<file path="src/rtl/bitmat_pkg.sv">
package bitmat_pkg;
  typedef enum logic [1:0] {
    BM_FLIP = 2'b00,
    BM_MXOR = 2'b01,
    BM_MOR  = 2'b10,
    BM_RSVD = 2'b11
  } bm_op_e;
endpackage

</file>
<file path="src/rtl/bitmat_transpose.sv">
module bitmat_transpose #(
  parameter int DIM = 8,
  localparam int W = DIM * DIM
) (
  input  logic [W-1:0] m_in,
  output logic [W-1:0] m_out
);
  for (genvar r = 0; r < DIM; r++) begin : g_row
    for (genvar c = 0; c < DIM; c++) begin : g_col
      assign m_out[c*DIM + r] = m_in[r*DIM + c];
    end
  end
endmodule

</file>
<file path="src/rtl/bitmat_mult.sv">
module bitmat_mult #(
  parameter int DIM    = 8,
  parameter bit USE_OR = 1'b0,
  localparam int W = DIM * DIM
) (
  input  logic [W-1:0] mat_a,
  input  logic [W-1:0] cols_b,
  output logic [W-1:0] prod
);
  // combine one row with one column
  function automatic logic dot(input logic [DIM-1:0] u, input logic [DIM-1:0] v);
    if (USE_OR) return |(u & v);
    else        return ^(u & v);
  endfunction

  for (genvar r = 0; r < DIM; r++) begin : g_row
    for (genvar c = 0; c < DIM; c++) begin : g_col
      assign prod[r*DIM + c] = dot(mat_a[r*DIM +: DIM], cols_b[c*DIM +: DIM]);
    end
  end
endmodule

</file>
<file path="src/rtl/bitmat_unit.sv">
module bitmat_unit #(
  parameter int DIM = 8,
  localparam int W = DIM * DIM
) (
  input  logic         clk,
  input  logic         rst_n,
  input  logic         req_valid,
  input  logic [1:0]   op_code,
  input  logic [W-1:0] opnd_a,
  input  logic [W-1:0] opnd_b,
  output logic         res_valid,
  output logic [W-1:0] res_data
);
  import bitmat_pkg::*;

  function automatic logic [W-1:0] make_ident();
    logic [W-1:0] m;
    m = '0;
    for (int i = 0; i < DIM; i++) m[i*DIM + i] = 1'b1;
    return m;
  endfunction
  localparam logic [W-1:0] IDENT = make_ident();

  logic [W-1:0] flip_a_w;
  logic [W-1:0] cols_b_w;
  logic [W-1:0] prod_w [2];
  logic [W-1:0] next_res_w;
  bm_op_e       op_w;

  assign op_w = bm_op_e'(op_code);

  bitmat_transpose #(.DIM(DIM)) u_flip_a (.m_in(opnd_a), .m_out(flip_a_w));
  bitmat_transpose #(.DIM(DIM)) u_cols_b (.m_in(opnd_b), .m_out(cols_b_w));

  for (genvar g = 0; g < 2; g++) begin : g_prod
    bitmat_mult #(.DIM(DIM), .USE_OR(g == 1)) u_mult (
      .mat_a (opnd_a),
      .cols_b(cols_b_w),
      .prod  (prod_w[g])
    );
  end

  always_comb begin
    case (op_w)
      BM_FLIP: next_res_w = flip_a_w;
      BM_MXOR: next_res_w = prod_w[0];
      BM_MOR:  next_res_w = prod_w[1];
      default: next_res_w = '0;
    endcase
  end

  always_ff @(posedge clk) begin
    if (!rst_n) begin
      res_valid <= 1'b0;
      res_data  <= '0;
    end else begin
      res_valid <= req_valid;
      if (req_valid) res_data <= next_res_w;
    end
  end

  AST_FLIP_POPCOUNT: assert property (@(posedge clk) disable iff (!rst_n)
    req_valid && op_code == 2'b00 |=> $countones(res_data) == $countones($past(opnd_a)));
  AST_XOR_ZERO_ROW: assert property (@(posedge clk) disable iff (!rst_n)
    req_valid && op_code == 2'b01 && opnd_a == '0 |=> res_data == '0);
  AST_OR_ZERO: assert property (@(posedge clk) disable iff (!rst_n)
    req_valid && op_code == 2'b10 && (opnd_a == '0 || opnd_b == '0) |=> res_data == '0);
  AST_RSVD_ZERO: assert property (@(posedge clk) disable iff (!rst_n)
    req_valid && op_code == 2'b11 |=> res_data == '0);
  AST_IDENT_LEFT: assert property (@(posedge clk) disable iff (!rst_n)
    req_valid && (op_code == 2'b01 || op_code == 2'b10) && opnd_a == IDENT
    |=> res_data == $past(opnd_b));
  AST_IDENT_RIGHT: assert property (@(posedge clk) disable iff (!rst_n)
    req_valid && (op_code == 2'b01 || op_code == 2'b10) && opnd_b == IDENT
    |=> res_data == $past(opnd_a));
  AST_VALID_NEXT: assert property (@(posedge clk) disable iff (!rst_n)
    req_valid |=> res_valid);
  AST_HOLD_IDLE: assert property (@(posedge clk) disable iff (!rst_n)
    !req_valid |=> !res_valid && $stable(res_data));
endmodule

</file>
<file path="config.mk">
export PLATFORM = sky130hd
export DESIGN_NAME = bitmat_unit
export DESIGN_NICKNAME = d
export VERILOG_FILES = /design/src/rtl/bitmat_pkg.sv /design/src/rtl/bitmat_transpose.sv /design/src/rtl/bitmat_mult.sv /design/src/rtl/bitmat_unit.sv
export SDC_FILE = /design/constraint.sdc
export NUM_CORES = 1
export LEC_CHECK = 0
export BUFFER_PORTS_ARGS = -buffer_cell sky130_fd_sc_hd__buf_2
export CORE_UTILIZATION = 50
export DETAILED_ROUTE_END_ITERATION = 8
export PLACE_DENSITY = 0.72
export SYNTH_ARGS = -nofsm -noshare
export SYNTH_HDL_FRONTEND = slang
export SYNTH_SLANG_ARGS = --single-unit
</file>
<file path="constraint.sdc">
create_clock -name clk -period 3.6 [get_ports clk]
set_clock_uncertainty 0.1 [all_clocks]
set_input_delay 0.72 -clock clk [delete_from_list [all_inputs] [get_ports clk]]
set_output_delay 0.72 -clock clk [all_outputs]
set_load 0.01 [all_outputs]
</file>
==> results of run 1 <==
==> layout make-up <==
type / instances / area [µm²]
clock buffer: 13 / 270.3
inverter: 1 / 5.005
fill: 2132 / 10140
multi-input combinational: 1285 / 9395
sequential: 65 / 1301
tap: 285 / 356.6
timing repair buffer: 206 / 1106
==> metrics by stage <==
step	power, W	worst slack (ns)	util	hold slack, ns	instance area [µm²]
final	0.003787	1.154	0.5509	0.4530	12430
after global routing	0.003966	1.011	0.5509	0.4685	12430
after CTS	0.003730	1.197	0.5509	0.4537	12430
after detailed placement	0.002858	0.8523	0.5389	0.4413	12160
after global placement	0.002808	0.9152	0.5389	0.4399	12160
after floorplan	0.002294	1.626	-	0.4654	11480
==> cells by family (layout without fill, tap and decap cells) <==
family	after synthesis	count (layout)
AOI/OAI and AO/OA	256	256
xor gates and xnor gates	192	192
adders and majority gates	256	256
buffers and inverters	182	220
DFF	65	65
and+or+nand+nor	581	581
==> placed cells by master (no fill, tap or decap) <==
cell,Yosys,layout
nand2_1,512,512
ha_1,256,256
buf_2,22,196
xnor2_1,192,192
dfxtp_1,65,65
nand4_1,64,64
o211ai_1,64,64
o22ai_1,64,64
o21ai_1,62,62
a221oi_2,60,60
clkbuf_16,0,9
buf_4,11,6
a221oi_1,4,4
buf_12,0,4
clkbuf_8,0,3
o21ai_0,2,2
nor2b_4,0,1
nor2_4,0,1
clkinv_2,0,1
nand3_2,1,1
and3b_2,0,1
and2_1,1,1
clkbuf_1,90,1
==> routing by layer <==
layer / vias to the layer above / global-route usage / wire [µm]
li1: 5417 / - / -
met1: 5981 / 0.5261 / 18010
met2: 1058 / 0.6162 / 20630
met3: 258 / 0.1418 / 8092
met4: 2 / 0.3195 / 4033
met5: - / 0.01863 / 11
==> worst reg2reg max path: cells and delay by family (launching register included) <==
kind	cells	cell delay [ns]
AO/OA/AOI/OAI	2	0.31
flip-flops	1	0.35
==> state kept, by name, indices dropped and copies added (netlist names) <==
register and cells:
res_valid 1, res_data 64
==> Yosys cell counts <==
library cell and n:
inv_2 1, nand3_2 1, o21ai_0 2, buf_1 52, ha_1 256, nor2b_1 1, o211ai_1 64, a221oi_1 4
dfxtp_1 65, buf_4 11, a221oi_2 60, o21ai_1 62, nor2_2 1, o22ai_1 64, nand4_1 64, and2_1 1
buf_2 22, buf_6 6, clkbuf_1 90, and3b_1 1, nand2_1 512, xnor2_1 192
==> how the worst min path moves through the flow <==
stage,from,endpoint
floorplan,res_data[0]$_SDFFE_PN0P_,res_data[0]$_SDFFE_PN0P_
global placement,res_data[33]$_SDFFE_PN0P_,res_data[33]$_SDFFE_PN0P_
detailed placement,res_data[17]$_SDFFE_PN0P_,res_data[17]$_SDFFE_PN0P_
CTS,res_data[9]$_SDFFE_PN0P_,res_data[9]$_SDFFE_PN0P_
global route,res_data[9]$_SDFFE_PN0P_,res_data[9]$_SDFFE_PN0P_
finish,res_data[9]$_SDFFE_PN0P_,res_data[9]$_SDFFE_PN0P_
==> where the power goes <==
part	leakage [nW]	internal, W	total (W)	switching, W
Clock	0.134	0.000512	0.000879	0.000367
Combinational	4.63	0.000840	0.00202	0.00118
Sequential	0.539	0.000804	0.000884	0.0000800
==> impl_metrics.yaml, run 1 <==
outcome:
  status: "finished, final reports clean"
power:
  ir_drop_uv: 157.7
  p_leak_nw: 5.304
  power.density_nw_per_um2: 304.5
placed_design:
  gp_congestion: 1.003
  port_buffers: 197
  post-dp-hpwl_um: 33820
  dp_cells: 1842
global_route:
  grt_pass1_wl_um: 74330
  antenna_found_initial: 1
  gr-total-overflow: 0
  grt_pass1_vias: 12040
  grt_use_total: 0.4278
  grt_max_degree: 70
clock_tree:
  ctsResizeCount: 0
  post_cts_buffers: 0
  clk_pin_slew_ns: 0.06
  numCtsBuffers: 9
  cts_tree: "built"
  clockBufferDepth: 2
  clock_sinks: 65
  postCtsHoldBufs: 0
  htree_num_levels: 3
  cts_root_buffer: "clkbuf_16"
  insertion_delay_ns: 0.36
drt:
  ant_nets: 0
  finalWirelength_um: 50770
  first_pass_iters: 8
  first_iter_violations: 1497
  drc_errors: 0
  via_count: 12720
  wl_per_cell_um: 27.37
  avgViaCountPerCell: 6.855
setup_path:
  critPathLaunchType: "input port"
  startpoint: "req_valid"
  timing.rr.end: "res_data[58]$_SDFFE_PN0P_"
  cp.depth: 6
  r2r-start: "res_data[58]$_SDFFE_PN0P_"
  crit_type: "input port to flop"
  critPathTopFamily: "buffers and inverters"
  rrSetupSlack_ns: 2.72
  crit_required_ns: 3.74
  r2r_cells: 2
  cp_common_cell: "buf_4"
  arrival_ns: 2.58
  max_stage_delay_ns: 0.58
  path_cells: "buf_4 -> buf_4 -> clkinv_2 -> buf_4 -> a221oi_1 -> o22ai_1"
  crit_path_end_kind: "flop"
  critical_path_peak_fanout: 69
  cp_num_buf_inv: 4
  cp-endpoint: "res_data[61]$_SDFFE_PN0P_"
  slowest_stage: "buf_4"
layout:
  antenna_cells: 0
  layout.nets: 1957
  layout-drive-gt1-share: 0.1803
  fin_cells: 1855
  area_delta_synth_final_pct: 8.316
synthesis:
  synth_top_area_frac: 0.2790
  synth_compound_area_frac: 0.1862
  yosys.cell_types.count: 22
  yosysSeqAreaShare: 0.1134
  synthMuxAreaShare: 0
  synth_top_family_by_area: "adder cells"
  synth_top_area_cell: "ha_1"
  synthSimpleGateAreaFrac: 0.2056
  synth.area.top_cells: "ha_1, nand2_1, xnor2_1, dfxtp_1, a221oi_2"
  synth_adder_area_share: 0.2790
  syn-num-nets: 1921
  syn_area_um2: 11480
  synth-seq-cells: 65
  postSynthAreaPerCell_um2: 7.493
  syn-instance-count: 1532
  synth-xor-area-share: 0.1465
  yosys_warnings: 0
timing:
  min_period_over_period: 0.6794
  slew_violations: 0
  fin_tns_setup_ns: 0
  worst_slew_pin_slew_ns: 0.8879
  slew_headroom: 0.4074
  setup_violations: 0
  rsz0062_at_grt: "no"
  finalHoldViolCount: 0
  period_minus_slack_ns: 2.446
  fmaxAchievable_mhz: 408.8
die:
  die_h_um: 153.5
  io_pins: 198
  rows: 55
  die_area_um2: 23570
  fp.dieW_um: 153.5
  start_util: 0.5086
  core_area_um2: 22570
min_path:
  min_path_type: "flop to flop"
  min_path_cells: 2
flow_run:
  cap_violations: 0
No activity file was read; power rests on OpenSTA's default activity.
==> run 2: changes to the inputs <==
Settings changed: ABC_AREA set to 1, PLACE_DENSITY 0.72 to 0.74.
Clock period 3.6 ns to 2 ns, I/O delays scaled along.
==> impl_metrics.yaml, run 2 <==
clock_tree:
  insertion_delay_ns: 0.38
  post_cts_buffers: 0
  htree_num_levels: 3
  numCtsBuffers: 9
  postCtsHoldBufs: 0
  cts_root_buffer: "clkbuf_16"
  clk_pin_slew_ns: 0.07
  ctsResizeCount: 0
  clock_sinks: 65
  clockBufferDepth: 2
  cts_tree: "built"
drt:
  ant_nets: 0
  wl_per_cell_um: 18.89
  finalWirelength_um: 64380
  first_pass_iters: 9
  via_count: 18700
  avgViaCountPerCell: 5.488
  drc_errors: 0
  first_iter_violations: 1917
setup_path:
  critical_path_peak_fanout: 8
  r2r_cells: 2
  crit_type: "input port to flop"
  arrival_ns: 1.82
  timing.rr.end: "res_data[15]$_SDFFE_PN0P_"
  critPathLaunchType: "input port"
  rrSetupSlack_ns: 1.15
  cp-endpoint: "res_data[30]$_SDFFE_PN0P_"
  crit_path_end_kind: "flop"
  crit_required_ns: 2.21
  startpoint: "opnd_b[30]"
  r2r-start: "res_data[15]$_SDFFE_PN0P_"
placed_design:
  post-dp-hpwl_um: 43840
  gp_congestion: 0.9689
  port_buffers: 197
  pre_cts_ws_ns: 0.07988
power:
  power.density_nw_per_um2: 463.9
  p_seq_frac: 0.188
  ir_drop_uv: 410.9
  p_switching_w: 0.003677
  netSwitchingFraction: 0.4767
  p_leak_nw: 10.10
  p_int_w: 0.004036
  power.share.clock: 0.236
  power_frac_comb: 0.576
timing:
  finalHoldViolCount: 0
  hold_ws_ns: 0.1230
  fmaxAchievable_mhz: 618.0
  slew_headroom: 0.6923
  fin_tns_setup_ns: 0
  setup_violations: 0
  rsz0062_at_grt: "no"
  slew_violations: 0
  setup_ws_ns: 0.3819
  min_period_over_period: 0.8090
  worst_slew_pin_slew_ns: 0.4616
  period_minus_slack_ns: 1.618
layout:
  largest_reg_flops: 64
  area_delta_synth_final_pct: 13.29
  final_common_cell: "nand2_1"
  final_cell_mix: "nand2_1, inv_1, ha_1"
  layout-drive-gt1-share: 0.1063
  layout.nets: 3403
  regMostFlops: "res_data"
  reg.largest.list: "res_data: 64 flops, res_valid: 1 flops"
global_route:
  gr-total-overflow: 0
  grt_pass1_vias: 17260
  grt_max_degree: 65
  grt_pass1_wl_um: 95480
  antenna_found_initial: 3
  grt_use_total: 0.4235
die:
  die_h_um: 173.3
  fp.dieW_um: 173.3
  io_pins: 198
  rows: 62
  die_area_um2: 30040
  core_area_um2: 28780
  start_util: 0.5100
synthesis:
  synth.area.top_cells: "nand2_1, ha_1, dfxtp_1, inv_1, nor2_1"
  netlist_top_cells_count: "nand2_1, inv_1, ha_1"
  yosysMostFrequentCell: "nand2_1"
  synth_top_area_frac: 0.4425
  syn_area_um2: 14680
  synth_top_area_cell: "nand2_1"
  async_reset_ff_frac: 0
  synth_edf_count: 0
  postSynthAreaPerCell_um2: 5.014
  yosys.cell_types.count: 15
  yosys_warnings: 0
  synthFlopType: "dfxtp_1"
  syn-instance-count: 2927
  yosysSeqAreaShare: 0.08866
  syn-num-nets: 3316
  synth-seq-cells: 65
flow_run:
  cap_violations: 0
min_path:
  min_path_type: "input port to flop"
outcome:
  status: "finished, final reports clean"
[run 2: cell types whose count changed after synthesis, sizes merged, moves of 192 or more]
cell,previous run,this run
inv,1,324
nand2,512,1730
nor2,1,257
xnor2,192,0
[run 2: worst min-delay path by stage]
stage | start | endpoint | depth (start not counted)
final | rst_n | res_valid$_SDFF_PN0_ | 3
after global routing | rst_n | res_valid$_SDFF_PN0_ | 3
after CTS | rst_n | res_valid$_SDFF_PN0_ | 3
after detailed placement | res_data[61]$_SDFFE_PN0P_ | res_data[61]$_SDFFE_PN0P_ | 2
after global placement | res_data[52]$_SDFFE_PN0P_ | res_data[52]$_SDFFE_PN0P_ | 2
after floorplan | res_data[0]$_SDFFE_PN0P_ | res_data[0]$_SDFFE_PN0P_ | 2
[run 2: kinds of logic after synthesis]
family	Yosys count	share of synthesized area
flip-flops	65	0.08866
AO/OA/AOI/OAI	64	0.02182
buffers and inverters	490	0.1301
adder cells (fa/ha/maj)	256	0.2182
AND/OR/NAND/NOR	2052	0.5412
[run 2: per-stage QoR]
stage | util | area, µm² | power (W) | instances
finish | 0.5777 | 16630 | 0.007714 | 3408
global route | 0.5774 | 16620 | 0.008271 | 3404
floorplan | - | 14680 | 0.004419 | 2927
global placement | 0.5666 | 16310 | 0.005601 | 3387
detailed placement | 0.5666 | 16310 | 0.005768 | 3387
CTS | 0.5773 | 16610 | 0.007598 | 3403
[run 2: final cells by class]
class,instances,area (µm²)
Fill cell,2936,12150
Clock buffer,14,274.0
Inverter,324,1216
Sequential cell,65,1301
Timing Repair Buffer,242,1837
Tap cell,384,480.5
Clock inverter,2,35.03
Multi-Input combinational cell,2372,11470
Antenna cell,5,12.51
[run 2: metal layers]
layer | up-vias | part of all wire | track usage
met4 | 0 | 0.092 | 0.3437
met1 | 8276 | 0.36 | 0.4887
li1 | 8892 | - | -
met3 | 352 | 0.13 | 0.1272
met2 | 1183 | 0.41 | 0.6484
met5 | - | 0 | 0
[run 2: worst max-delay path, stage by stage]
cell and delay, ns:
buf_2 0.38, nand2_1 0.11, ha_1 0.34, inv_1 0.06, nand2_1 0.06, nand2_1 0.06
nand2_1 0.07, nand3_1 0.08, nand2_1 0.08, nand2_1 0.05, a21oi_1 0.14
[run 2: power by group through the flow]
stage	logic (W)	registers (W)	clock network, W
3_5_place_dp	0.00429	0.00148	0
3_3_place_gp	0.00413	0.00148	0
6_report	0.00444	0.00145	0.00182
5_1_grt	0.00494	0.00146	0.00187
4_1_cts	0.00431	0.00145	0.00184
2_1_floorplan	0.00291	0.00151	0
==> run 3: changes to the inputs <==
Clock period 2 ns to 1.4 ns, I/O delays scaled along.
==> impl_metrics.yaml, run 3 (synthesized netlist as in run 2, its figures left out) <==
outcome:
  status: "finished, final reports clean"
global_route:
  grt_pass1_vias: 18250
  grt_use_total: 0.4374
  gr-total-overflow: 0
  grt_pass1_wl_um: 99620
  antenna_found_initial: 2
  grt_max_degree: 65
layout:
  final_common_cell: "nand2_1"
  layout-drive-gt1-share: 0.2254
  n_fill_cell: 2377
  regArea_um2: 1305
  regMostFlops: "res_data"
  reg.largest.list: "res_data: 64 flops, res_valid: 1 flops"
  layout.nets: 3544
  fin_area_um2: 21510
  area_delta_synth_final_pct: 46.53
  largest_reg_flops: 64
  final_cell_mix: "nand2_1, inv_1, ha_4"
  multiInputGateArea_um2: 14380
setup_path:
  crit_type: "flop to output port"
  max_stage_delay_ns: 0.44
  critPathTopFamily: "flip-flops"
  crit_path_end_kind: "output port"
  slowest_stage: "dfxtp_1"
  critical_path_peak_fanout: 2
  critPathLaunchType: "flop"
  path_cells: "buf_2"
  cp_num_buf_inv: 1
  arrival_ns: 1.00
  crit_required_ns: 1.02
  rrSetupSlack_ns: 0.56
clock_tree:
  cts_root_buffer: "clkbuf_16"
  htree_num_levels: 3
  clk_pin_slew_ns: 0.07
  clock_sinks: 65
  clockBufferDepth: 2
  cts_tree: "built"
  postCtsHoldBufs: 0
  insertion_delay_ns: 0.39
  numCtsBuffers: 9
power:
  power.share.clock: 0.187
  ir_drop_uv: 817.7
  p_int_w: 0.006623
  power.density_nw_per_um2: 576.3
  p_switching_w: 0.005771
  netSwitchingFraction: 0.4656
  p_seq_frac: 0.169
  power_frac_comb: 0.644
  p_leak_nw: 11.30
drt:
  drc_errors: 0
  avgViaCountPerCell: 5.490
  first_iter_violations: 2082
  finalWirelength_um: 67280
  wl_per_cell_um: 18.96
  ant_nets: 0
  via_count: 19480
  first_pass_iters: 6
timing:
  min_period_over_period: 0.9887
  fmaxAchievable_mhz: 722.5
  fin_tns_setup_ns: 0
  rsz0062_at_grt: "yes"
  worst_slew_pin_slew_ns: 0.4053
  period_minus_slack_ns: 1.384
  finalHoldViolCount: 0
  slew_violations: 0
  setup_violations: 0
  slew_headroom: 0.7298
placed_design:
  port_buffers: 197
  postPlaceCellArea_um2: 20830
  post-dp-hpwl_um: 50950
  gp_congestion: 0.9714
die:
  die_area_um2: 30040
  start_util: 0.5100
  fp.dieW_um: 173.3
  rows: 62
  io_pins: 198
  core_area_um2: 28780
  die_h_um: 173.3
flow_run:
  cap_violations: 0
min_path:
  min_path_type: "input port to flop"
==> run 3: cell types whose count changed in the layout (fill, tap and decap cells not counted), moves of 3 or more <==
cell / before / now
buf_4: 4 / 92
clkbuf_4: 0 / 38
buf_12: 41 / 103
buf_2: 197 / 140
dfxtp_1: 65 / 62
dfxtp_2: 0 / 3
nand2_2: 1 / 19
nand2_1: 1729 / 1711
ha_1: 256 / 28
ha_4: 0 / 228
buf_6: 0 / 10
==> run 3: layout make-up <==
type                    instances  area share
multi-input cells            2372      0.6685
repair buffers                383      0.1791
flip-flops and latches         65     0.06068
inverters                     324     0.05655
well taps                     384     0.02234
clock buffers                  12     0.01146
clock inverters                 3   0.0008145
diodes                          5   0.0005818
==> run 3: what timing repair did <==
action	CTS	global route
pin swaps	0	10
gates resized for setup	2	113
buffers inserted	0	4
endpoints found under the setup margin	2	58
==> run 3: path summary, 6_finish.rpt <==
check        cells after the start                      start                        end
max reg2reg                      2  res_data[48]$_SDFFE_PN0P_  res_data[48]$_SDFFE_PN0P_
min reg2reg                      2  res_data[30]$_SDFFE_PN0P_  res_data[30]$_SDFFE_PN0P_
min                              3                      rst_n       res_valid$_SDFF_PN0_
max                              1  res_data[48]$_SDFFE_PN0P_               res_data[48]
==> run 3: metal layers <==
metal / share of wire / up-vias / track usage
li1: - / 9175 / -
met1: 0.37 / 8791 / 0.5193
met2: 0.44 / 1163 / 0.7050
met3: 0.11 / 349 / 0.08882
met4: 0.080 / 0 / 0.3090
met5: 0 / - / 0
==> run 3: stage by stage <==
step / std cells / setup WS, ns / hold WS [ns] / total power [W] / utilization
floorplan: 2927 / -0.005714 / 0.2776 / 0.007255 / -
global placement: 3524 / -0.3339 / 0.3490 / 0.009367 / 0.7236
detailed placement: 3524 / -0.3764 / 0.3529 / 0.009744 / 0.7236
CTS: 3539 / 0.01175 / 0.01813 / 0.01207 / 0.7328
global route: 3543 / -0.02643 / 0.04224 / 0.01333 / 0.7468
finish: 3548 / 0.01583 / 0.02305 / 0.01239 / 0.7472
==> run 3: power by group through the flow <==
stage          logic (W)  registers (W)  clock network (W)
3_5_place_dp     0.00762        0.00213                  0
5_1_grt          0.00883        0.00210            0.00240
3_3_place_gp     0.00724        0.00212                  0
4_1_cts          0.00766        0.00209            0.00233
6_report         0.00798        0.00209            0.00232
2_1_floorplan    0.00510        0.00216                  0
